$ cat src/rtl/fm_timer_unit.sv
module fm_timer_unit #(
  parameter int CLK_HZ = 50_000_000,
  parameter int T1_US  = 80,
  parameter int T2_US  = 320
) (
  input  logic       clk,
  input  logic       rst_n,
  input  logic       host_wr,
  input  logic       host_sel,
  input  logic [7:0] host_wdata,
  output logic [7:0] status,
  output logic       irq
);
  localparam int DIV1 = CLK_HZ / 1_000_000 * T1_US;
  localparam int DIV2 = CLK_HZ / 1_000_000 * T2_US;
  localparam int PW   = $clog2(DIV2 + 1);
  localparam logic [7:0] IDX_T1  = 8'h02;
  localparam logic [7:0] IDX_T2  = 8'h03;
  localparam logic [7:0] IDX_CTL = 8'h04;

  logic [7:0]      idx;
  logic [1:0]      run, mask, flag, tick;
  logic [1:0][7:0] cnt, pre;

  wire       data_wr  = host_wr & host_sel;
  wire       ctl_wr   = data_wr && (idx == IDX_CTL);
  wire       flag_clr = ctl_wr & host_wdata[7];
  wire       ctl_set  = ctl_wr & ~host_wdata[7];
  wire [1:0] nxt_run  = ctl_set ? {host_wdata[1], host_wdata[0]} : run;
  wire [1:0] nxt_mask = ctl_set ? {host_wdata[5], host_wdata[6]} : mask;

  always_ff @(posedge clk) begin
    if (!rst_n) begin
      idx  <= '0;
      run  <= '0;
      mask <= '0;
    end else begin
      if (host_wr && !host_sel) idx <= host_wdata;
      run  <= nxt_run;
      mask <= nxt_mask;
    end
  end

  for (genvar i = 0; i < 2; i++) begin : g_tmr
    localparam int D = (i == 0) ? DIV1 : DIV2;
    localparam logic [7:0] MY_IDX = (i == 0) ? IDX_T1 : IDX_T2;
    logic [7:0]    cnt_r, pre_r;
    logic [PW-1:0] ps_r;
    logic          flag_r;
    wire launch = nxt_run[i] & ~run[i];
    wire tck    = run[i] && (ps_r == PW'(D - 1));
    wire ovf    = tck && (cnt_r == 8'hFF);

    always_ff @(posedge clk) begin
      if (!rst_n) begin
        cnt_r  <= '0;
        pre_r  <= '0;
        ps_r   <= '0;
        flag_r <= 1'b0;
      end else begin
        if (data_wr && idx == MY_IDX) pre_r <= host_wdata;
        if (launch) begin
          ps_r  <= '0;
          cnt_r <= pre_r;
        end else if (run[i]) begin
          ps_r <= tck ? '0 : ps_r + 1'b1;
          if (tck) cnt_r <= ovf ? pre_r : cnt_r + 8'd1;
        end
        if (flag_clr)              flag_r <= 1'b0;
        else if (ovf && !mask[i])  flag_r <= 1'b1;
      end
    end

    assign cnt[i]  = cnt_r;
    assign pre[i]  = pre_r;
    assign flag[i] = flag_r;
    assign tick[i] = tck;
  end

  assign irq    = |flag;
  assign status = {irq, flag[0], flag[1], 5'b0};
endmodule

$ cat config.mk
export PLATFORM = sky130hd
export DESIGN_NAME = fm_timer_unit
export DESIGN_NICKNAME = d
export VERILOG_FILES = /design/src/rtl/fm_timer_unit.sv
export SDC_FILE = /design/constraint.sdc
export NUM_CORES = 1
export LEC_CHECK = 0
export ABC_AREA = 1
export BUFFER_PORTS_ARGS = -buffer_cell sky130_fd_sc_hd__buf_2
export CORE_MARGIN = 2
export CORE_UTILIZATION = 45
export CTS_CLUSTER_DIAMETER = 100
export DETAILED_ROUTE_END_ITERATION = 12
export SLEW_MARGIN = 20
export SYNTH_ARGS = -nofsm -noshare
export SYNTH_HDL_FRONTEND = slang
export SYNTH_SLANG_ARGS = --single-unit
$ cat constraint.sdc
create_clock -name clk -period 1.8 [get_ports clk]
set_clock_uncertainty 0.05 [all_clocks]
set_input_delay 0.27 -clock clk [delete_from_list [all_inputs] [get_ports clk]]
set_output_delay 0.27 -clock clk [all_outputs]
set_load 0.05 [all_outputs]
==> Flow_metrics.wiki, run 1 <==
{| class="wikitable"
! Metric !! Value
|-
| Clk Latency, worst-skew pair || 0.34 ns
|-
| Final routed wirelength across all metal layers || approximately 8.0 mm
|-
| Largest fanout on the critical path || 7
|-
| Max-cap viol count || 0
|-
| Number of DRC markers after the initial detailed-route iteration || 89
|-
| Crit path arrival time || between 1.5 and 2 ns
|-
| Pwr per Cell Area || 770.8 nW/um^2
|-
| Shortest period the worst path allows || 1.719 ns
|-
| Data required time at the worst endpoint || a little under 2 ns
|-
| Synth Area in XOR/XNOR || 0.05012
|-
| Total of warnings raised by yosys || 0
|-
| Chip Width || approximately 94 um
|-
| Critical path class || reg2reg
|-
| Cell at the root of the clock tree || clkbuf_8
|-
| Mux cell area share after synthesis || 0
|-
| Post-DP HPWL || 5.846 mm
|-
| Overall power after layout || around 3.3 mW
|-
| Number of buffers inserted by port buffering || 15
|-
| Total via count after detailed routing || around 3300
|-
| Max-slew violation total from the final report || 0
|-
| Worst hold path depth || 3
|-
| TritonCTS Sinks || 74
|-
| CP Launch Point || idx[2]
|-
| Number of cells on the worst reg-to-reg path || 10
|-
| Total setup violations reported at the end of the flow || 0
|-
| Area of all placed cells without fillers || between 4000 and 5000 um^2
|-
| Leading cell type by number of instances after synthesis || nand2_1
|-
| Cts bufs inserted || 9
|-
| Share of post-route cells with drive strength above 1 || 0.1856
|-
| Number of remaining DRC errors || 0
|-
| Layout Area Growth over Synthesis || 17.32%
|-
| Post-synth top area share || 0.4037
|-
| Chip height || around 94 um
|-
| Initial core utilization || 0.4700
|-
| Final TNS setup || 0 ns
|-
| Top flip-flop cell by instance count after synthesis || dfxtp_1
|-
| Number of cell rows || 32
|-
| Reg2reg setup slack || 0.08 ns
|-
| Part of the cycle the worst path needs || 0.9550
|-
| Core area || 7807 um^2
|-
| Wire per inst || 12.15 um
|-
| Final Core Density || 0.5514
|-
| TritonCTS clock tree || yes
|-
| Critical Path End || g_tmr[1].ps_r[5]
|-
| RePlAce Congestion || ~0.89
|-
| Number of diodes added for antenna fixing || 0
|-
| Largest family of logic cells by synthesized area || simple AND/OR/NAND/NOR gates
|-
| Post-synth EDFFs || 0
|-
| Top cells by count, synth || 98 x nand2_1, 74 x dfxtp_1, 56 x nor2_1, 54 x inv_1, 49 x nand3_1
|-
| Via-per-instance ratio || 4.980
|-
| Final hold violation count || 0
|-
| Average size of a mapped cell || a little over 7 um^2
|-
| Unrepaired setup endpoints after global routing || true
|-
| Cell Area, Synth || 3670 um^2
|-
| Wire length of the first global-routing pass || 13.61 mm
|-
| Peak ir drop on the vdd network || 0.3773 mV
|-
| Number of distinct library cells after synthesis || 38
|-
| Post-layout nets || 566
|-
| Die ar. || 8893 um^2
|-
| Static Leakage || about 1.8 nW
|-
| Post-synthesis share of cell area spent on and, or, nand and nor gates || 0.3171
|-
| Number of global-route vias before repair || 2950
|-
| Total congestion overflow after global routing || 0
|-
| Biggest area contributors in the synthesized netlist || dfxtp_1 40%, nand2_1 10%, nand3_1 6.7%
|-
| Share of flip-flops with an asynchronous set or reset || 0
|-
| Status || complete, no violations
|-
| CP Capture Type || flop
|-
| Remaining antenna violation count after routing || 0
|-
| Cell count after synthesis || 510
|-
| Startpoint class of the critical path || flop
|-
| Sequential fraction of the synthesis area || 0.4037
|-
| Register bit total from synthesis || between 70 and 80
|-
| Reg2reg end || g_tmr[1].ps_r[5]
|-
| Max Buffers Root-to-Sink || 2
|-
| Pin count of the biggest net entering global routing || 28
|-
| Fill cell count || 774
|-
| Worst reg2reg startpoint || idx[2]
|-
| Post-synthesis cell type with the largest combined area || dfxtp_1
|-
| Placed cell area || approximately 4000 um^2
|-
| Fmax achieved || 581.7 MHz
|-
| Worst min-delay path class || in2reg
|-
| Number of placed I/O pins || 21
|-
| CTS clock-pin slew for the worst setup and hold paths || 0.08 ns
|-
| Fraction of the mapped netlist area in compound gates || 0.1289
|-
| Length of the first detailed-routing pass in iterations || 5
|-
| Overall global routing resource usage || 0.1924
|-
| Area share of fa/ha/maj cells after synthesis || 0.01364
|-
| Number of antenna violations at the first check in global routing || 0
|-
| CTS H-Tree Depth || 3
|}
-- area by class of cell --
type	count	area, um^2	area share
inverter	58	217.7	0.05057
tap	102	127.6	0.02964
sequential	74	1484	0.3447
clock inverter	4	72.57	0.01686
clock buffer	12	165.2	0.03836
multi-input combinational	366	1968	0.4571
timing repair buffer	41	270.3	0.06277
-- report_power, final --
part           total (mW)  internal (mW)  switching, mW
registers            1.66           1.65         0.0101
logic               0.150         0.0407          0.109
clock network        1.51          0.893          0.614
-- cells by family after synthesis --
kind of cell,count (synthesis)
other,1
XOR/XNOR,21
AND/OR/NAND/NOR,247
AO/OA/AOI/OAI,89
adder cells (fa/ha/maj),4
flip-flops,74
buffers and inverters,74
-- cells in the final DEF, fill, tap and decap left out, types with 3 or more instances in the layout --
master and instances:
nand3_1 46, xnor2_1 9, inv_2 5, nor3_1 8
nand2_2 10, o21ai_0 38, buf_2 15, conb_1 5
clkbuf_8 12, inv_1 53, xor2_1 12, or2_2 4
nand3_2 4, nor2_1 52, buf_4 26, nor2_2 3
nand3b_1 4, nand2_1 93, a21oi_1 44, nor2_4 3
nand4_1 6, dfxtp_1 72, nor3_2 3
-- worst min path at each step --
stage	from	to	slack, ns
after global routing	host_wdata[2]	idx[2]	0.19
after floorplan	host_wdata[1]	run[1]	0.36
after CTS	host_wdata[2]	g_tmr[0].pre_r[2]	0.17
after global placement	g_tmr[0].ps_r[1]	g_tmr[0].ps_r[1]	0.42
final	host_wdata[2]	g_tmr[0].pre_r[2]	0.17
after detailed placement	g_tmr[0].cnt_r[1]	g_tmr[0].cnt_r[1]	0.43
-- registers in the layout, summed over array words and instances (netlist names) --
signal	cells
idx	8
g_tmr.cnt_r	16
g_tmr.flag_r	2
mask	2
g_tmr.pre_r	16
g_tmr.ps_r	28
run	2
-- routing by layer --
layer / track usage / up-vias / wire, um
li1: - / 1741 / -
met1: 0.2607 / 1472 / 3893
met2: 0.3119 / 49 / 3731
met3: 0.02889 / 10 / 243
met4: 0.06884 / 0 / 113
met5: 0 / - / 0
-- stage by stage --
step	setup WS [ns]	hold slack [ns]	instances
floorplan	0.2101	0.3629	514
global placement	0.02289	0.4189	638
detailed placement	0.005116	0.4290	638
CTS	0.02710	0.1669	654
global route	-0.04854	0.1869	657
finish	0.08100	0.1749	657
-- timing repair --
action	in CTS	in global routing
pin swaps	0	3
setup endpoints to repair	2	18
setup buffers	0	3
hold buffers	0	0
cloned	0	0
resized for setup	1	22
-- critical path: stages (launching register included) --
cell	delay, ns
dfxtp_1	0.34
inv_1	0.05
nor2_1	0.11
nand3_2	0.13
nor3_4	0.23
buf_4	0.16
nand3_2	0.10
nand2_2	0.17
nor2_1	0.10
inv_2	0.12
nor3_1	0.06
Note: power is estimated with default switching activity, not from simulation.
==> run 2, diff against run 1 <==
- ABC_AREA: 1 -> 0
- BUFFER_PORTS_ARGS: -buffer_cell sky130_fd_sc_hd__buf_2 -> -buffer_cell sky130_fd_sc_hd__buf_4
==> run 2 against run 1 <==
  * The flow now finishes with violations (setup timing)
  * Final cell count fell by 7.0%
  * Sequential cell count stayed put
  * Power increased by 3.8%
  * Highest routed layer unchanged
  * Fmax fell by 15%
  * Critical path depth is 4 lower
  * First-iteration DRC count shrank 22%
  * Largest cell class unchanged
  * Wire length up 5.2%
  * Count of clock-buffer cells in the layout fell by 2
  * Setup slack worse by 0.30 ns
  * Area after synthesis down 2.7%
==> Flow_metrics.wiki, run 2 <==
{| class="wikitable"
! Metric !! Value
|-
| Least setup slack across all paths after layout || -0.2144 ns
|-
| Data required time at the worst endpoint || 1.98 ns
|-
| Largest family of logic cells by synthesized area || simple AND/OR/NAND/NOR gates
|-
| Leading cell types in the layout, fill and taps excluded || 80 x buf_4, 70 x dfxtp_1, 57 x nor2_1, 41 x nand2_1, 25 x a21oi_1
|-
| Cell at the root of the clock tree || clkbuf_8
|-
| Post-synth top area share || 0.4149
|-
| Fill cell count || about 650
|-
| Worst hold slack after final layout || 0.1256 ns
|-
| Relative contribution of combinational cells to total power || 0.065
|-
| Clk Latency, worst-skew pair || 0.35 ns
|-
| Sequential fraction of the synthesis area || 0.4149
|-
| CTS clock-pin slew for the worst setup and hold paths || 0.08 ns
|-
| Number of placed I/O pins || 21
|-
| Share of post-route cells with drive strength above 1 || 0.2947
|-
| Number of remaining DRC errors || 0
|-
| Shortest period the worst path allows || 2.014 ns
|-
| Unrepaired setup endpoints after global routing || true
|-
| Peak ir drop on the vdd network || 0.3530 mV
|-
| Reg2reg setup slack || -0.21 ns
|-
| Number of flip-flops under the largest register name || 28
|-
| Max-slew violation total from the final report || 0
|-
| Fmax achieved || 496.4 MHz
|-
| Final hold violation count || 0
|-
| Least-Margin Pin Slew || 0.5318 ns
|-
| Share of flip-flops with an asynchronous set or reset || 0
|-
| Number of cell rows || 32
|-
| Worst reg2reg startpoint || idx[7]
|-
| Biggest area contributors in the synthesized netlist || dfxtp_1 41%, nor2_1 6.2%, mux2i_1 6.2%
|-
| Hold Path Origin || host_wdata[2]
|-
| Cell count after synthesis || 421
|-
| Violated checks || setup timing
|-
| Number of buffers inserted by port buffering || 15
|-
| Die ar. || just under 9000 um^2
|-
| Number of diodes added for antenna fixing || 0
|-
| Top cells by count, synth || 74 x dfxtp_1, 59 x nor2_1, 43 x nand2_1, 27 x a21oi_1
|-
| Crit path arrival time || 2.20 ns
|-
| Overall global routing resource usage || 0.2066
|-
| Wire length of the first global-routing pass || 14.01 mm
|-
| Core area || 7727 um^2
|-
| Post-layout nets || 521
|-
| Clock network power share || 0.454
|-
| Biggest regs || g_tmr.ps_r x28, g_tmr.cnt_r x16, g_tmr.pre_r x16
|-
| Startpoint class of the critical path || flop
|-
| Max-cap viol count || 0
|-
| Pwr per Cell Area || 721.7 nW/um^2
|-
| Length of the first detailed-routing pass in iterations || 4
|-
| Leading cell type by number of instances after synthesis || dfxtp_1
|-
| Total setup violations reported at the end of the flow || 64
|-
| Area share of fa/ha/maj cells after synthesis || 0.01402
|-
| Biggest register || g_tmr.ps_r
|-
| Synth Area in XOR/XNOR || 0.06132
|-
| TritonCTS Sinks || 74
|-
| Worst min-delay path class || in2reg
|-
| CP Capture Type || flop
|-
| Total via count after detailed routing || 3144
|-
| Max Buffers Root-to-Sink || 2
|-
| Leading cell type in the layout, fill and taps excluded || buf_4
|-
| Relative slew slack || 0.6447
|-
| Mux cell area share after synthesis || 0.06482
|-
| RePlAce Congestion || 0.8162
|-
| Status || finished with violations
|-
| Remaining antenna violation count after routing || 0
|-
| Via-per-instance ratio || approximately 5.1
|-
| Initial core utilization || 0.4621
|-
| Switch share || 0.2188
|-
| Cts bufs inserted || 9
|-
| Power dissipated by switching net loads || 754.1 uW
|-
| Post-synth EDFFs || 0
|-
| Register bit total from synthesis || between 70 and 80
|-
| Pin count of the biggest net entering global routing || 36
|-
| CTS H-Tree Depth || 3
|-
| TritonCTS clock tree || yes
|-
| Average size of a mapped cell || ~8.5 um^2
|-
| CP Launch Point || idx[7]
|-
| Post-synthesis cell type with the largest combined area || dfxtp_1
|-
| Chip Width || a little over 90 um
|-
| Part of the cycle the worst path needs || 1.119
|-
| Critical path class || reg2reg
|-
| Static Leakage || 1.825 nW
|-
| Sequential Power Share || 0.480
|-
| Total of warnings raised by yosys || 0
|-
| Post-DP HPWL || roughly 6.0 mm
|-
| Number of global-route vias before repair || 2967
|-
| Total internal power || 2.692 mW
|-
| Chip height || 93.08 um
|-
| Layout Area Growth over Synthesis || 33.71%
|-
| Post-synthesis share of cell area spent on and, or, nand and nor gates || 0.2954
|-
| Number of distinct library cells after synthesis || 53
|-
| Total congestion overflow after global routing || 0
|-
| Number of antenna violations at the first check in global routing || 0
|-
| Wire per inst || 13.74 um
|-
| Cell Area, Synth || about 3600 um^2
|-
| Largest fanout on the critical path || 8
|-
| Number of DRC markers after the initial detailed-route iteration || 69
|-
| Final TNS setup || -8.053 ns
|-
| Top flip-flop cell by instance count after synthesis || dfxtp_1
|-
| Fraction of the mapped netlist area in compound gates || 0.09776
|-
| Final routed wirelength across all metal layers || 8.394 mm
|}
[run 2: changes by cell type after synthesis, moves of 7 or more]
cell,delta
a21oi_1,-17
inv_1,-44
nand4_1,+7
nand2_1,-55
mux2i_1,+22
nand3_1,-27
o21ai_0,-29
[run 2: power groups by stage]
| stage | logic [mW] | registers (mW) | clock network, mW |
|---|---|---|---|
| floorplan | 0.115 | 1.69 | 0 |
| global placement | 0.192 | 1.69 | 0 |
| detailed placement | 0.194 | 1.70 | 0 |
| CTS | 0.217 | 1.66 | 1.59 |
| global route | 0.242 | 1.66 | 1.66 |
| finish | 0.225 | 1.66 | 1.57 |
[run 2: stage by stage]
step / cells / power [mW] / worst slack, ns / util / cell area (um^2)
3_3_place_gp: 587 / 1.887 / -0.2274 / 0.5570 / 4304
4_1_cts: 609 / 3.464 / -0.2068 / 0.6082 / 4700
2_1_floorplan: 425 / 1.808 / -0.2707 / - / 3672
6_report: 611 / 3.446 / -0.2144 / 0.6179 / 4775
3_5_place_dp: 587 / 1.889 / -0.2697 / 0.5570 / 4304
5_1_grt: 611 / 3.557 / -0.2882 / 0.6179 / 4775
[run 2: layer usage]
layer | track usage | vias up | share of wire
met5 | 0 | - | 0
met4 | 0.08088 | 0 | 0.020
met3 | 0.03223 | 12 | 0.018
met2 | 0.3388 | 32 | 0.47
met1 | 0.2736 | 1465 | 0.49
li1 | - | 1635 | -
[run 2: cells by family (layout without fill, tap and decap cells)]
| group | count (synthesis) | after routing |
|---|---|---|
| buffers and inverters | 35 | 119 |
| AOI/OAI and AO/OA | 58 | 58 |
| other | 1 | 5 |
| DFF | 74 | 74 |
| adders and majority gates | 4 | 4 |
| xor gates and xnor gates | 25 | 25 |
| and+or+nand+nor | 201 | 201 |
| muxes | 23 | 23 |
[run 2: final cells by class]
cell class                      instances  area (um^2)  area share
Clock inverter                          5        102.6     0.02149
Inverter                               11        41.29    0.008648
Sequential cell                        74         1489      0.3118
Tap cell                              102        127.6     0.02673
Clock buffer                           10        137.6     0.02883
Multi-Input combinational cell        316         2087      0.4371
Timing Repair Buffer                   93        789.5      0.1654
[run 2: worst paths after layout]
check	end	cells after the start
worst min register to register	idx[3]	2
worst max register to register	g_tmr[1].pre_r[1]	6
worst min-delay path	idx[2]	3
worst max-delay path	g_tmr[1].pre_r[1]	6
[run 2: worst max-delay path, stage by stage, from the launching register on]
cell and delay [ns]:
dfxtp_1 0.31, or4_4 0.55, or2_4 0.27, and4bb_2 0.33, buf_12 0.14, mux2i_1 0.18
nor2_1 0.05
[run 2: what timing repair did]
item / in CTS / in global routing
endpoints found under the setup margin: 61 / 66
hold buffers: 0 / 0
cloned: 1 / 0
gates resized for setup: 22 / 17
pin swaps: 5 / 4
setup buffers: 6 / 2
==> run 3, diff against run 2 <==
- CORE_UTILIZATION: 45 -> 60
- PLACE_DENSITY: not set -> 0.79
==> run 3 against run 2 <==
  * The run still ends with setup timing left
  * Sequential power about the same
  * Hold slack improved by 0.013 ns
  * Combinational power decreased by 5%
  * Utilization increased by 18 points
  * Critical path depth increased by 1
  * Critical endpoint is now g_tmr[0].pre_r[3]
  * Register-to-register slack got worse by 0.07 ns
  * Sequential share of layout area increased by 0.53 points
  * Sequential cell count unchanged
  * Global-route usage increased by 8.9 points
  * Fmax decreased by 3.4%
  * Clock power decreased by 8%
==> Flow_metrics.wiki, run 3 (synthesized netlist as in run 2, its figures left out) <==
{| class="wikitable"
! Metric !! Value
|-
| Crit path buf inv count || 2
|-
| RePlAce Congestion || ~0.86
|-
| Worst min-delay path endpoint || idx[2]
|-
| Cell count after placement || approximately 550
|-
| Sequence of cells on the critical path || or4_4 -> or2_4 -> nor4b_4 -> buf_4 -> buf_12 -> mux2i_1 -> nor2_1
|-
| Length of the first detailed-routing pass in iterations || 4
|-
| Number of buffers inserted by port buffering || 15
|-
| Largest stage delay on the critical path || 0.55 ns
|-
| Number of placed I/O pins || 21
|-
| Relative slew slack || 0.6363
|-
| Shortest period the worst path allows || roughly 2.1 ns
|-
| Number of diodes added for antenna fixing || 0
|-
| GR met1 Demand/Resource || 0.3641
|-
| Die ar. || 6585 um^2
|-
| Chip Width || between 80 and 90 um
|-
| Fmax achieved || 479.5 MHz
|-
| Delay-heaviest family, CP || simple AND/OR/NAND/NOR gates
|-
| Worst hold path depth || 3
|-
| Clk Latency, worst-skew pair || 0.36 ns
|-
| Leading cell types in the layout, fill and taps excluded || 74 x buf_4, 70 x dfxtp_1, 50 x nor2_1, 39 x nand2_1, 23 x a21oi_1
|-
| Unrepaired setup endpoints after global routing || true
|-
| Fill cell count || 350
|-
| Met2 track demand over resource || 0.4818
|-
| Post-layout nets || 514
|-
| Data required time at the worst endpoint || just under 2 ns
|-
| Chip height || between 80 and 90 um
|-
| Reg2reg setup slack || -0.29 ns
|-
| Count of placed standard cells in the final layout, fillers left out || 578
|-
| CP Capture Type || flop
|-
| Area of all placed cells without fillers || 4687 um^2
|-
| Startpoint class of the critical path || flop
|-
| Number of global-route vias before repair || 3124
|-
| Biggest register || g_tmr.ps_r
|-
| Initial core utilization || 0.6104
|-
| Number of flip-flops under the largest register name || 28
|-
| Layout Area Growth over Synthesis || 31.25%
|-
| Worst reg2reg startpoint || idx[7]
|-
| Leading cell type in the layout, fill and taps excluded || buf_4
|-
| Slowest cell on the critical path || or4_4
|-
| Status || finished with violations
|-
| Placed cell area || 4213 um^2
|-
| CTS clock-pin slew for the worst setup and hold paths || roughly 0.080 ns
|-
| Number of DRC markers after the initial detailed-route iteration || 142
|-
| Largest fanout on the critical path || 7
|-
| Peak ir drop on the vdd network || between 0.5 and 0.6 mV
|-
| Total via count after detailed routing || 3363
|-
| Hold Path Origin || host_wdata[2]
|-
| Number of cells on the worst reg-to-reg path || 7
|-
| Total setup violations reported at the end of the flow || 64
|-
| Number of antenna violations at the first check in global routing || 0
|-
| Overall global routing resource usage || 0.2959
|-
| Final TNS setup || -11.44 ns
|-
| Max Buffers Root-to-Sink || 2
|-
| Total congestion overflow after global routing || 0
|-
| Final hold violation count || 0
|-
| Core area || 5851 um^2
|-
| Pwr per Cell Area || 705.6 nW/um^2
|-
| Cts bufs inserted || 9
|-
| Worst hold slack after final layout || 0.1382 ns
|-
| Max-slew violation total from the final report || 0
|-
| Biggest regs || g_tmr.ps_r x28, g_tmr.cnt_r x16, g_tmr.pre_r x16
|-
| Crit path arrival time || approximately 2.3 ns
|-
| Worst min-delay path class || in2reg
|-
| Least-Margin Pin Slew || about 0.54 ns
|-
| Max-cap viol count || 0
|-
| Number of remaining DRC errors || 0
|-
| Remaining antenna violation count after routing || 0
|-
| Critical path class || reg2reg
|-
| Static Leakage || around 1.8 nW
|-
| Wire length of the first global-routing pass || 14.72 mm
|-
| Layer with the highest usage after global routing || met2
|-
| Violated checks || setup timing
|-
| Reg2reg end || g_tmr[0].pre_r[3]
|-
| Hold buffer count at CTS || 0
|-
| Number of cell rows || 28
|-
| Via-per-instance ratio || 5.818
|-
| TritonCTS clock tree || yes
|-
| Cell at the root of the clock tree || clkbuf_8
|-
| Part of the cycle the worst path needs || 1.159
|-
| Least setup slack across all paths after layout || -0.2857 ns
|-
| CTS H-Tree Depth || 3
|-
| Wire per inst || around 17 um
|-
| Pin count of the biggest net entering global routing || 34
|-
| Final routed wirelength across all metal layers || between 9 and 10 mm
|-
| Share of post-route cells with drive strength above 1 || 0.3101
|-
| TritonCTS Sinks || 74
|-
| Post-DP HPWL || 6.430 mm
|-
| GR met3 Demand/Resource || 0.07333
|}
run 3: cell types whose count changed in the layout (fill, tap and decap cells not counted), sizes merged:
cell / delta
buf: -8
bufinv: -1
clkinv: +1
inv: +1
nand3: +1
run 3: how the worst max path moves through the flow:
stage / slack (ns) / end / cells past startpoint / start
after global routing: -0.34 / g_tmr[1].cnt_r[0] / 6 / idx[7]
after floorplan: -0.27 / g_tmr[1].cnt_r[1] / 7 / idx[1]
after CTS: -0.24 / g_tmr[0].pre_r[0] / 7 / idx[7]
after detailed placement: -0.28 / g_tmr[0].cnt_r[7] / 7 / idx[7]
after global placement: -0.24 / g_tmr[0].cnt_r[7] / 7 / idx[7]
final: -0.29 / g_tmr[0].pre_r[3] / 7 / idx[7]
run 3: per-layer routing:
| metal | vias to the layer above | wire [um] |
|---|---|---|
| met5 | - | 0 |
| met4 | 0 | 245 |
| met3 | 25 | 448 |
| met2 | 116 | 4877 |
| met1 | 1589 | 4133 |
| li1 | 1633 | - |
run 3: worst reg2reg max path, cell delays in order, from the launching register on:
cell and delay (ns):
dfxtp_2 0.33, or4_4 0.55, or2_4 0.27, nor4b_4 0.20
buf_4 0.17, buf_12 0.12, mux2i_1 0.21, nor2_1 0.07
run 3: per-stage QoR:
stage | setup WS [ns] | utilization | total power, mW
CTS | -0.2382 | 0.7795 | 3.312
finish | -0.2857 | 0.8011 | 3.307
global placement | -0.2368 | 0.7201 | 1.879
global route | -0.3440 | 0.8011 | 3.404
detailed placement | -0.2776 | 0.7201 | 1.883
floorplan | -0.2707 | - | 1.808
run 3: where the power goes:
group	switching, mW	internal, mW
registers	0.00869	1.65
logic	0.134	0.0807
clock network	0.650	0.786
run 3: cell type report:
cell class                 instances  area (um^2)  share of cell area
tap                               75        93.84             0.02002
multi-input combinational        317         2151              0.4589
sequential                        74         1486              0.3171
inverter                          11        41.29            0.008809
timing repair buffer              85        696.9              0.1487
clock inverter                     6        90.09             0.01922
clock buffer                      10        127.6             0.02723
run 3: repair_timing:
action / CTS / global route
endpoints found under the hold margin: 0 / 0
resized for setup: 21 / 30
setup endpoints to repair: 60 / 65
gates cloned: 1 / 0
setup buffers: 6 / 2
pin swaps: 8 / 19
